[config.mk]
export PLATFORM = sky130hd
export DESIGN_NAME = mwr_reader
export DESIGN_NICKNAME = d
export VERILOG_FILES = /design/src/rtl/mwr_pkg.sv /design/src/rtl/mwr_dpath.sv /design/src/rtl/mwr_ctrl.sv /design/src/rtl/mwr_reader.sv
export SDC_FILE = /design/constraint.sdc
export NUM_CORES = 1
export LEC_CHECK = 0
export BUFFER_PORTS_ARGS = -buffer_cell sky130_fd_sc_hd__buf_4
export CORE_AREA = 2 2 119 121
export DETAILED_ROUTE_END_ITERATION = 8
export DIE_AREA = 0 0 121 123
export HOLD_SLACK_MARGIN = 0.15
export SLEW_MARGIN = 25
export SYNTH_ARGS = -nofsm -noshare
export SYNTH_HDL_FRONTEND = slang
export SYNTH_HIERARCHICAL = 1
export SYNTH_SLANG_ARGS = --single-unit
[constraint.sdc]
create_clock -name clk -period 5.5 [get_ports clk]
set_input_delay 0.55 -clock clk [delete_from_list [all_inputs] [get_ports clk]]
set_output_delay 0.55 -clock clk [all_outputs]
set_load 0.005 [all_outputs]
[src/rtl/mwr_pkg.sv]
package mwr_pkg;

  localparam int DATA_W = 16;
  localparam int CMD_W = 3;
  localparam logic [CMD_W-1:0] READ_CMD = 3'b110;

  typedef enum logic [2:0] {
    ST_IDLE,
    ST_SEL,
    ST_SHIFT,
    ST_DATA,
    ST_GAP
  } mwrState_t;

  typedef struct packed {
    logic run;
    logic loadJob;
    logic loadTx;
    logic shiftTx;
    logic capture;
    logic wordDone;
  } mwrStrobe_t;

endpackage

[src/rtl/mwr_dpath.sv]
module mwr_dpath
  import mwr_pkg::*;
#(
  parameter int ADDR_W = 6,
  parameter int CNT_W = 8,
  parameter int LOW_CYC = 63,
  parameter int HIGH_CYC = 188
) (
  input  logic              clk,
  input  logic              rstN,
  input  mwrStrobe_t        strb,
  input  logic [ADDR_W-1:0] startAddr,
  input  logic [CNT_W-1:0]  wordCount,
  input  logic              eeSdi,
  output logic              rise,
  output logic              fall,
  output logic              remZero,
  output logic              sclk,
  output logic              sdo,
  output logic              wordValid,
  output logic [DATA_W-1:0] wordData,
  output logic [ADDR_W-1:0] wordAddr
);

  localparam int DIV_MAX = (LOW_CYC > HIGH_CYC) ? LOW_CYC : HIGH_CYC;
  localparam int DIV_W = $clog2(DIV_MAX + 1);
  localparam int TX_W = CMD_W + ADDR_W;

  logic [DIV_W-1:0]  divCnt;
  logic [TX_W-1:0]   txShift;
  logic [DATA_W-1:0] rxShift;
  logic [ADDR_W-1:0] curAddr;
  logic [CNT_W-1:0]  remain;

  // phase timer: low phase then high phase per serial bit slot
  assign rise = strb.run && !sclk && (divCnt == DIV_W'(LOW_CYC - 1));
  assign fall = strb.run && sclk && (divCnt == DIV_W'(HIGH_CYC - 1));

  always_ff @(posedge clk or negedge rstN) begin
    if (!rstN) begin
      divCnt <= '0;
      sclk <= 1'b0;
    end else if (!strb.run) begin
      divCnt <= '0;
      sclk <= 1'b0;
    end else if (rise) begin
      divCnt <= '0;
      sclk <= 1'b1;
    end else if (fall) begin
      divCnt <= '0;
      sclk <= 1'b0;
    end else begin
      divCnt <= divCnt + 1'b1;
    end
  end

  // command/address shifter; empties to zero after its last bit
  always_ff @(posedge clk or negedge rstN) begin
    if (!rstN) begin
      txShift <= '0;
    end else if (strb.loadTx) begin
      txShift <= {READ_CMD, curAddr};
    end else if (strb.shiftTx) begin
      txShift <= txShift << 1;
    end
  end
  assign sdo = txShift[TX_W-1];

  // capture shifter; the leading zero falls off the top
  always_ff @(posedge clk or negedge rstN) begin
    if (!rstN) begin
      rxShift <= '0;
    end else if (strb.capture) begin
      rxShift <= {rxShift[DATA_W-2:0], eeSdi};
    end
  end

  always_ff @(posedge clk or negedge rstN) begin
    if (!rstN) begin
      curAddr <= '0;
      remain <= '0;
      wordValid <= 1'b0;
      wordData <= '0;
      wordAddr <= '0;
    end else begin
      wordValid <= 1'b0;
      if (strb.loadJob) begin
        curAddr <= startAddr;
        remain <= wordCount;
      end else if (strb.wordDone) begin
        curAddr <= curAddr + 1'b1;
        remain <= remain - 1'b1;
        wordValid <= 1'b1;
        wordData <= rxShift;
        wordAddr <= curAddr;
      end
    end
  end
  assign remZero = (remain == '0);

endmodule

[src/rtl/mwr_ctrl.sv]
module mwr_ctrl
  import mwr_pkg::*;
#(
  parameter int ADDR_W = 6
) (
  input  logic       clk,
  input  logic       rstN,
  input  logic       go,
  input  logic       goZero,
  input  logic       rise,
  input  logic       fall,
  input  logic       remZero,
  output mwrStrobe_t strb,
  output logic       cs,
  output logic       busy,
  output logic       done
);

  localparam int TX_W = CMD_W + ADDR_W;
  localparam int CAP_CLKS = DATA_W + 1;
  localparam int MAX_BITS = (TX_W > CAP_CLKS) ? TX_W : CAP_CLKS;
  localparam int BIT_W = $clog2(MAX_BITS);

  mwrState_t state;
  logic [BIT_W-1:0] bitCnt;
  logic lastTx;
  logic lastCap;

  assign lastTx = (bitCnt == BIT_W'(TX_W - 1));
  assign lastCap = (bitCnt == BIT_W'(CAP_CLKS - 1));

  always_comb begin
    strb.run = (state != ST_IDLE);
    strb.loadJob = (state == ST_IDLE) && go;
    strb.loadTx = (state == ST_SEL) && fall;
    strb.shiftTx = (state == ST_SHIFT) && fall;
    strb.capture = (state == ST_DATA) && rise;
    strb.wordDone = (state == ST_DATA) && fall && lastCap;
  end
  assign busy = (state != ST_IDLE);

  always_ff @(posedge clk or negedge rstN) begin
    if (!rstN) begin
      state <= ST_IDLE;
      bitCnt <= '0;
      cs <= 1'b0;
      done <= 1'b0;
    end else begin
      done <= 1'b0;
      unique case (state)
        ST_IDLE: if (go) begin
          if (goZero) begin
            done <= 1'b1;
          end else begin
            state <= ST_SEL;
            cs <= 1'b1;
          end
        end
        ST_SEL: if (fall) begin
          state <= ST_SHIFT;
          bitCnt <= '0;
        end
        ST_SHIFT: if (fall) begin
          if (lastTx) begin
            state <= ST_DATA;
            bitCnt <= '0;
          end else begin
            bitCnt <= bitCnt + 1'b1;
          end
        end
        ST_DATA: if (fall) begin
          if (lastCap) begin
            state <= ST_GAP;
            cs <= 1'b0;
          end else begin
            bitCnt <= bitCnt + 1'b1;
          end
        end
        ST_GAP: if (fall) begin
          if (remZero) begin
            state <= ST_IDLE;
            done <= 1'b1;
          end else begin
            state <= ST_SEL;
            cs <= 1'b1;
          end
        end
        default: state <= ST_IDLE;
      endcase
    end
  end

endmodule

[src/rtl/mwr_reader.sv]
module mwr_reader
  import mwr_pkg::*;
#(
  parameter int ADDR_W = 6,
  parameter int CNT_W = 8,
  parameter int LOW_CYC = 63,
  parameter int HIGH_CYC = 188
) (
  input  logic              clk,
  input  logic              rstN,
  input  logic              go,
  input  logic [ADDR_W-1:0] startAddr,
  input  logic [CNT_W-1:0]  wordCount,
  output logic              busy,
  output logic              wordValid,
  output logic [15:0]       wordData,
  output logic [ADDR_W-1:0] wordAddr,
  output logic              done,
  output logic              eeCs,
  output logic              eeSclk,
  output logic              eeSdo,
  input  logic              eeSdi
);

  mwrStrobe_t strb;
  logic rise;
  logic fall;
  logic remZero;
  logic goZero;

  assign goZero = (wordCount == '0);

  mwr_ctrl #(.ADDR_W(ADDR_W)) u_ctrl (
    .clk(clk), .rstN(rstN), .go(go), .goZero(goZero),
    .rise(rise), .fall(fall), .remZero(remZero),
    .strb(strb), .cs(eeCs), .busy(busy), .done(done)
  );

  mwr_dpath #(
    .ADDR_W(ADDR_W), .CNT_W(CNT_W), .LOW_CYC(LOW_CYC), .HIGH_CYC(HIGH_CYC)
  ) u_dpath (
    .clk(clk), .rstN(rstN), .strb(strb),
    .startAddr(startAddr), .wordCount(wordCount), .eeSdi(eeSdi),
    .rise(rise), .fall(fall), .remZero(remZero),
    .sclk(eeSclk), .sdo(eeSdo),
    .wordValid(wordValid), .wordData(wordData), .wordAddr(wordAddr)
  );

endmodule

== After elaboration in Yosys (flattened, before gate mapping) ==
Cells that the tools add are included.

* Muxes and demuxes: 42
* Reductions and logical operators: 23
* Eq/ne operators: 19
* Bitwise gates (word level): 1
* Add/sub/neg operators: 4

{| class="wikitable"
|+ Operators with widths
! cell !! count
|-
| $mux 8 || 5
|-
| $mux 5 || 5
|-
| $mux 3 || 8
|-
| $mux 9 || 2
|-
| $logic_not 8->1 || 2
|-
| $mux 1 || 16
|-
| $pmux 3 s5 || 1
|-
| $pmux 5 s3 || 1
|-
| $mux 6 || 2
|-
| $ne 2x1->1 const B || 6
|-
| $logic_and 1x1->1 || 10
|-
| $reduce_bool 3->1 || 3
|-
| $add 8x1->8 const B || 1
|-
| $eq 8x6->1 const B || 1
|-
| $eq 8x8->1 const B || 1
|-
| $ne 2x2->1 const B || 4
|-
| $reduce_and 8->1 || 1
|-
| $sub 8x1->8 const B || 1
|-
| $reduce_and 7->1 || 1
|-
| $add 6x1->6 const B || 1
|-
| $eq 3x2->1 const B || 2
|-
| $add 5x1->5 const B || 1
|-
| $eq 5x4->1 const B || 1
|-
| $eq 5x5->1 const B || 1
|-
| other kinds (11) || 12
|}

* Word-level logic and storage cells: 102
* Flip-flop bits (word level): 81
* Output and inout bits: 28
* Input port bits: 18

== Depth between registers and ports, before layout ==
Gate-level depths: netlist of the first run.

* Word-level depth: 7
* Mapped depth: 12
* Mapped depth without buffers: 9

== Hierarchy ==
The synthesis of the first run kept the hierarchy.

{| class="wikitable"
|+ Modules (own cells, without submodules)
! module !! seq. area each (µm²) !! cells each !! times used !! area each (µm²)
|-
| mwr_dpath || 1,776.7 || 259 || 1 || 3,170.5
|-
| mwr_ctrl || 250.2 || 76 || 1 || 706.9
|-
| mwr_reader || 0.0 || 3 || 1 || 18.8
|}

== Least setup slack after synthesis of the first run ==
No wires, ideal clock.

* Kind: reg2reg
* From: register u_ctrl.state[2]
* To: register u_dpath.curAddr[5]
* Setup time: 0.069 ns
* Stages on the path, launching flop included: 13
* Period minus slack after synthesis: 2.548 ns
* Path buffers: 3
* Data required time: 5.431 ns
* Data arrival time: 2.479 ns
* Setup slack: 2.952 ns
* Cells stage by stage: dfrtp_1 buf_6 inv_1 nand2_1 buf_4 inv_1 nor4_1 nand2b_1 nor3_1 buf_6 nand4_4 or4_1 nand3_1

{| class="wikitable"
|+ RTL lines
! item !! line !! text
|-
| start: declaration || mwr_ctrl.sv:24 || <nowiki>mwrState_t state;</nowiki>
|-
| start signal: assignment || mwr_ctrl.sv:44 || <nowiki>state <= ST_IDLE;</nowiki>
|-
| start signal: assignment || mwr_ctrl.sv:55 || <nowiki>state <= ST_SEL;</nowiki>
|-
| start signal: assignment || mwr_ctrl.sv:60 || <nowiki>state <= ST_SHIFT;</nowiki>
|-
| end signal: assignment || mwr_dpath.sv:88 || <nowiki>curAddr <= startAddr;</nowiki>
|-
| end signal: assignment || mwr_dpath.sv:91 || <nowiki>curAddr <= curAddr + 1'b1;</nowiki>
|-
| end: declaration || mwr_dpath.sv:32 || <nowiki>logic [ADDR_W-1:0] curAddr;</nowiki>
|}

==> impl_metrics.json, run 1 <==
{
  "status": "finished, final reports clean",
  "hold_ws_ns": 0.428,
  "ys.flop_type": "dfrtp_1",
  "wirelength_um": 7440,
  "clk_pin_slew_worst_paths_ns": 0.06,
  "startpoint": "u_ctrl/state[2]",
  "place_ws_ns": 2.31,
  "synthesis.area_um2": 3900,
  "drt_pre_antenna_iters": 4,
  "critical_path_peak_fanout": 13,
  "start_util_pct": 28.6,
  "p_switching_w": 0.000479,
  "cts_tree": "done",
  "antenna_found_initial": 0,
  "drive_gt1_share_pct": 24.2,
  "cp.required_ns": 5.71,
  "rows": 43,
  "clkPwrFrac_pct": 36.1,
  "relSlewSlack_pct": 49.5,
  "ys_seq_area_share_pct": 52.0,
  "p_comb_share_pct": 17.0,
  "cts_htree_levels": 3,
  "min-delay-start": "startAddr[1]",
  "core_area_um2": 13600,
  "vias_per_cell": 4.70,
  "period_share_pct": 57.9,
  "power_leakage_nw": 2.20,
  "grt_pass1_vias": 2564,
  "drv_slew": 0,
  "dp_hpwl_um": 5110,
  "ctsResizeCount": 0,
  "power.internal_w": 0.00115,
  "synth_area_per_cell_um2": 11.5,
  "synth_nets": 363,
  "rsz0062_at_grt": "false",
  "grtUsageTotal_pct": 10.6,
  "cts_buffer_depth": 2,
  "fmax_ghz": 0.314,
  "dieArea_um2": 14900,
  "finalPower_w": 0.00163,
  "finalHoldViolCount": 0,
  "drt.antenna.violating_nets": 0,
  "cts.sinks": 81,
  "die_w_um": 121,
  "switching_share_pct": 29.4,
  "tns_ns": 0,
  "clockRootBuffer": "clkbuf_16",
  "period_needed_ns": 3.19,
  "insertion_delay_ns": 0.33,
  "worstSetupPathType": "flop to flop",
  "die_h_um": 123,
  "remaining_drc_errors": 0,
  "io_pins": 46,
  "synth_warnings": 6,
  "reg2reg_from": "u_ctrl/state[2]",
  "peakVddDrop_v": 0.000176,
  "drt_iter0_markers": 159,
  "seq_power_share_pct": 46.9,
  "hp-class": "input port to flop",
  "setup_viol": 0,
  "powerDensity_nw_per_um2": 347,
  "antenna_cells": 0,
  "grt_max_degree": 80,
  "grt_pass1_wl_um": 12500,
  "ys_ff_latch": 81,
  "cts_buffers": 9,
  "netlist-cell-type-count": 58,
  "portBuffers": 45,
  "synth-edff-count": 0,
  "final_cell_mix": "dfrtp_1 (81), buf_4 (50), nand2_1 (32), mux2_1 (22), mux2_2 (16)",
  "fin_skew_ns": 0.00694,
  "setup_ws_ns": 2.31,
  "critPathLaunchType": "flop",
  "post_drt_wl_per_cell_um": 13.1,
  "crit_arrival_ns": 3.40,
  "vias": 2672,
  "synthArstFlopShare_pct": 100,
  "grt-ovfl-total": 0,
  "cp-end-kind": "flop",
  "place_congestion": 0.831,
  "nets": 408,
  "worst_pin_slew_ns": 0.758,
  "maxCapViolations": 0,
  "layout_commonest_cell": "dfrtp_1",
  "syn2layout_area_growth_pct": 20.7,
  "syn_inst": 338,
  "num-fill-cells": 1350
}
==> path summary, 6_finish.rpt <==
check	to	slack, ns	depth (start not counted)
worst min-delay path	u_dpath/curAddr[1]	0.43	3
min in group asynchronous	u_dpath/wordData[10]	0.55	2
max in group asynchronous	u_ctrl/state[1]	4.08	3
worst max-delay path	u_dpath/remain[7]	2.31	11
worst max register to register	u_dpath/remain[7]	2.31	11
worst min register to register	u_dpath/wordData[9]	0.49	1
==> stage by stage <==
| step | utilization [%] | instance area [um^2] | std cells |
|---|---|---|---|
| 6_report | 34.6 | 4700 | 568 |
| 5_1_grt | 34.6 | 4700 | 568 |
| 4_1_cts | 34.5 | 4700 | 568 |
| 3_5_place_dp | 32.3 | 4390 | 551 |
| 3_3_place_gp | 32.3 | 4390 | 551 |
| 2_1_floorplan | - | 3900 | 338 |
==> cell usage after synthesis (all sizes together) (2+ instances only) <==
master    n  area (um^2)
nand3    16         85.1
o21ai    21          105
or4       5         37.5
and3      2         12.5
dfrtp    81         2030
o21bai    2         15.0
a211oi    2         20.0
a211o     5         45.0
nor4      4         25.0
buf      13         93.8
o211ai    3         36.3
ha        7         87.6
xnor2     5         43.8
nor2     16         62.6
nand4     2         27.5
inv      12         45.0
nor3b    10         75.1
mux2     39          443
a32o      2         20.0
nand4b    2         17.5
xor2      6         52.6
nor3      2         10.0
nand2    32          120
nand4bb   3         33.8
nand2b    3         18.8
a22o      2         18.8
mux2i     8         80.1
and2      3         18.8
a21oi     7         35.0
nor2b     4         25.0
clkbuf    5         18.8
==> kinds of logic after synthesis <==
logic type / share of synthesized area, %
AOI/OAI and AO/OA: 9.70
xor gates and xnor gates: 2.47
adders and majority gates: 2.25
buffers and inverters: 4.05
DFF: 52.0
muxes: 13.4
and+or+nand+nor: 16.1
==> worst max-delay path, cell delays in order (launching register included) <==
cell and delay [ns]:
dfrtp_1 0.52, inv_1 0.23, nand2_1 0.35, inv_1 0.14, nor4_1 0.29, buf_4 0.22, nand2b_1 0.15, nor3_1 0.18
buf_4 0.23, nor3b_1 0.27, a311oi_1 0.13, a311o_1 0.34
==> power groups by stage <==
stage | Sequential (W) | Combinational [W] | Clock (W)
after global routing | 0.000780 | 0.000310 | 0.000635
after CTS | 0.000765 | 0.000280 | 0.000610
after floorplan | 0.000745 | 0.000217 | 0
after global placement | 0.000773 | 0.000261 | 0
after detailed placement | 0.000775 | 0.000274 | 0
final | 0.000765 | 0.000276 | 0.000589
==> state kept, by name, summed over array words and instances, names as in the netlist, 3 cells and up <==
name / cells
u_dpath/txShift: 9
u_dpath/wordAddr: 6
u_dpath/remain: 8
u_dpath/rxShift: 16
u_dpath/divCnt: 8
u_dpath/curAddr: 6
u_ctrl/bitCnt: 5
u_dpath/wordData: 16
u_ctrl/state: 3
==> per-layer routing <==
metal / share of wire, % / GRT usage (%) / wire length (um) / vias up
met5: 0 / 0 / 0 / -
met4: 2.6 / 5.81 / 192 / 0
met3: 3.4 / 2.21 / 255 / 14
met2: 46 / 15.7 / 3390 / 50
met1: 48 / 14.4 / 3590 / 1310
li1: - / - / - / 1298
==> what timing repair did <==
item,CTS,global route
endpoints found under the hold margin,2,0
buffers inserted,0,0
hold buffers,1,0
==> layout make-up <==
type / instances / area (um^2) / share of cell area, %
Clock buffer: 10 / 229 / 4.87
Clock inverter: 6 / 67.6 / 1.44
Inverter: 12 / 45.0 / 0.958
Multi-Input combinational cell: 227 / 1710 / 36.4
Sequential cell: 81 / 2030 / 43.1
Tap cell: 180 / 225 / 4.79
Timing Repair Buffer: 52 / 397 / 8.43
(Power assumes the default switching activity.)
==> run 2, diff against run 1 <==
==> constraint.sdc (replaced) <==
create_clock -name clk -period 2.7 [get_ports clk]
set_input_delay 0.27 -clock clk [delete_from_list [all_inputs] [get_ports clk]]
set_output_delay 0.27 -clock clk [all_outputs]
set_load 0.005 [all_outputs]
==> impl_metrics.json, run 2 (synthesis gave the netlist of run 1 again) <==
{
  "finalHoldViolCount": 0,
  "p_comb_share_pct": 18.2,
  "critPathLaunchType": "flop",
  "worstSetupPathType": "flop to flop",
  "path_delay_family": "simple AND/OR/NAND/NOR gates",
  "dp_hpwl_um": 5260,
  "clk_pin_slew_worst_paths_ns": 0.06,
  "status": "finished, final reports clean",
  "grt_pass1_wl_um": 13200,
  "dieArea_um2": 14900,
  "cp-end-kind": "flop",
  "period_needed_ns": 2.46,
  "core_area_um2": 13600,
  "power.internal_w": 0.00244,
  "clockRootBuffer": "clkbuf_16",
  "drv_slew": 0,
  "crit_slowest_cell": "dfrtp_1",
  "hp-class": "input port to flop",
  "cts.sinks": 81,
  "max_stage_delay_ns": 0.39,
  "grtUsageTotal_pct": 11.1,
  "relSlewSlack_pct": 51.3,
  "seq_power_share_pct": 44.9,
  "vias": 2747,
  "cts_buffer_depth": 2,
  "grt-ovfl-total": 0,
  "cp.required_ns": 2.90,
  "path_buf_inv": 2,
  "use_met2_pct": 18.0,
  "grt_pass1_vias": 2774,
  "antenna_found_initial": 0,
  "maxCapViolations": 0,
  "p_switching_w": 0.000994,
  "tns_ns": 0,
  "cts_tree": "done",
  "io_pins": 46,
  "peakVddDrop_v": 0.000414,
  "grtUsageMet3_pct": 1.75,
  "rows": 43,
  "die_h_um": 123,
  "portBuffers": 45,
  "vias_per_cell": 4.66,
  "remaining_drc_errors": 0,
  "drt_pre_antenna_iters": 4,
  "busiest_layer": "met2",
  "clkPwrFrac_pct": 36.9,
  "cts_buffers": 9,
  "setup_viol": 0,
  "drive_gt1_share_pct": 26.7,
  "power_leakage_nw": 2.31,
  "post_drt_wl_per_cell_um": 13.1,
  "worst_pin_slew_ns": 0.730,
  "insertion_delay_ns": 0.33,
  "period_share_pct": 91.1,
  "nets": 429,
  "die_w_um": 121,
  "powerDensity_nw_per_um2": 699,
  "grt.met1_usage_pct": 14.4,
  "start_util_pct": 28.6,
  "drt_iter0_markers": 90,
  "crit_arrival_ns": 2.66,
  "grt_max_degree": 82,
  "final_cell_mix": "dfrtp_1 (81), buf_4 (63), nand2_1 (32), mux2_1 (22), mux2_2 (16)",
  "placed_cells": 561,
  "wirelength_um": 7730,
  "critical_path_peak_fanout": 23,
  "antenna_cells": 0,
  "stdcell_count": 589,
  "drt.antenna.violating_nets": 0,
  "hold_ws_ns": 0.161,
  "place_congestion": 0.814,
  "syn2layout_area_growth_pct": 26.0,
  "top_regs": "u_dpath/rxShift: 16 flops, u_dpath/wordData: 16 flops, u_dpath/txShift: 9 flops",
  "switching_share_pct": 29.0,
  "fmax_ghz": 0.407,
  "layout_commonest_cell": "dfrtp_1",
  "crit_chain": "ha_1 -> nand4b_1 -> nor4_2 -> nand2b_1 -> nor3_1 -> buf_4 -> nand2b_1 -> buf_4 -> mux2_1",
  "cts_htree_levels": 3,
  "fin_skew_ns": 0.00630
}
## run 2: changes by cell type in the layout (fill, tap and decap cells not counted), sizes merged
cell and change:
buf +13, dlygate4sd3 +8, clkinv -1, clkbuf +1
## run 2: stage by stage
stage | utilization, % | power [W] | setup slack [ns] | cell area [um^2]
CTS | 35.7 | 0.00347 | 0.112 | 4860
global placement | 32.8 | 0.00215 | 0.250 | 4470
global route | 36.1 | 0.00363 | -0.00595 | 4910
detailed placement | 32.8 | 0.00218 | 0.142 | 4470
floorplan | - | 0.00196 | 0.152 | 3900
finish | 36.1 | 0.00343 | 0.240 | 4910
## run 2: repair_timing
action,CTS,global route
gates resized for setup,0,2
setup buffers,0,3
hold endpoints to repair,8,81
endpoints found under the setup margin,0,26
hold buffers,8,1
## run 2: final timing paths
path                                     from  cells past startpoint                    to  slack [ns]
max                         u_dpath/divCnt[0]                      9  u_dpath/wordData[12]        0.24
min                              wordCount[5]                      3     u_dpath/remain[5]        0.16
max reg2reg                 u_dpath/divCnt[0]                      9  u_dpath/wordData[12]        0.24
min reg2reg                u_dpath/txShift[7]                      1    u_dpath/txShift[8]        0.48
max in group asynchronous                rstN                      2     u_dpath/remain[5]        1.65
min in group asynchronous                rstN                      2   u_dpath/rxShift[12]        0.56
## run 2: worst min-delay path: cells and delay by family
kind | cells | cell delay (ns)
buf+inv | 1 | 0.08
simple gates | 2 | 0.10
## run 2: final cells by class
cell class	count	area [um^2]
Sequential cell	81	2030
Fill cell	1318	8700
Tap cell	180	225
Timing Repair Buffer	73	574
Clock buffer	11	253
Inverter	12	45.0
Clock inverter	5	62.6
Multi-Input combinational cell	227	1720
## run 2: routing by layer
| layer | vias up | share of wire, % |
|---|---|---|
| met5 | - | 0 |
| met1 | 1340 | 48 |
| met2 | 49 | 47 |
| li1 | 1348 | - |
| met4 | 0 | 1.7 |
| met3 | 10 | 2.8 |
## run 2: power groups by stage
stage | Combinational (W) | Clock [W] | Sequential [W]
2_1_floorplan | 0.000443 | 0 | 0.00152
3_3_place_gp | 0.000596 | 0 | 0.00155
3_5_place_dp | 0.000614 | 0 | 0.00156
4_1_cts | 0.000628 | 0.00130 | 0.00154
5_1_grt | 0.000707 | 0.00135 | 0.00157
6_report | 0.000623 | 0.00127 | 0.00154
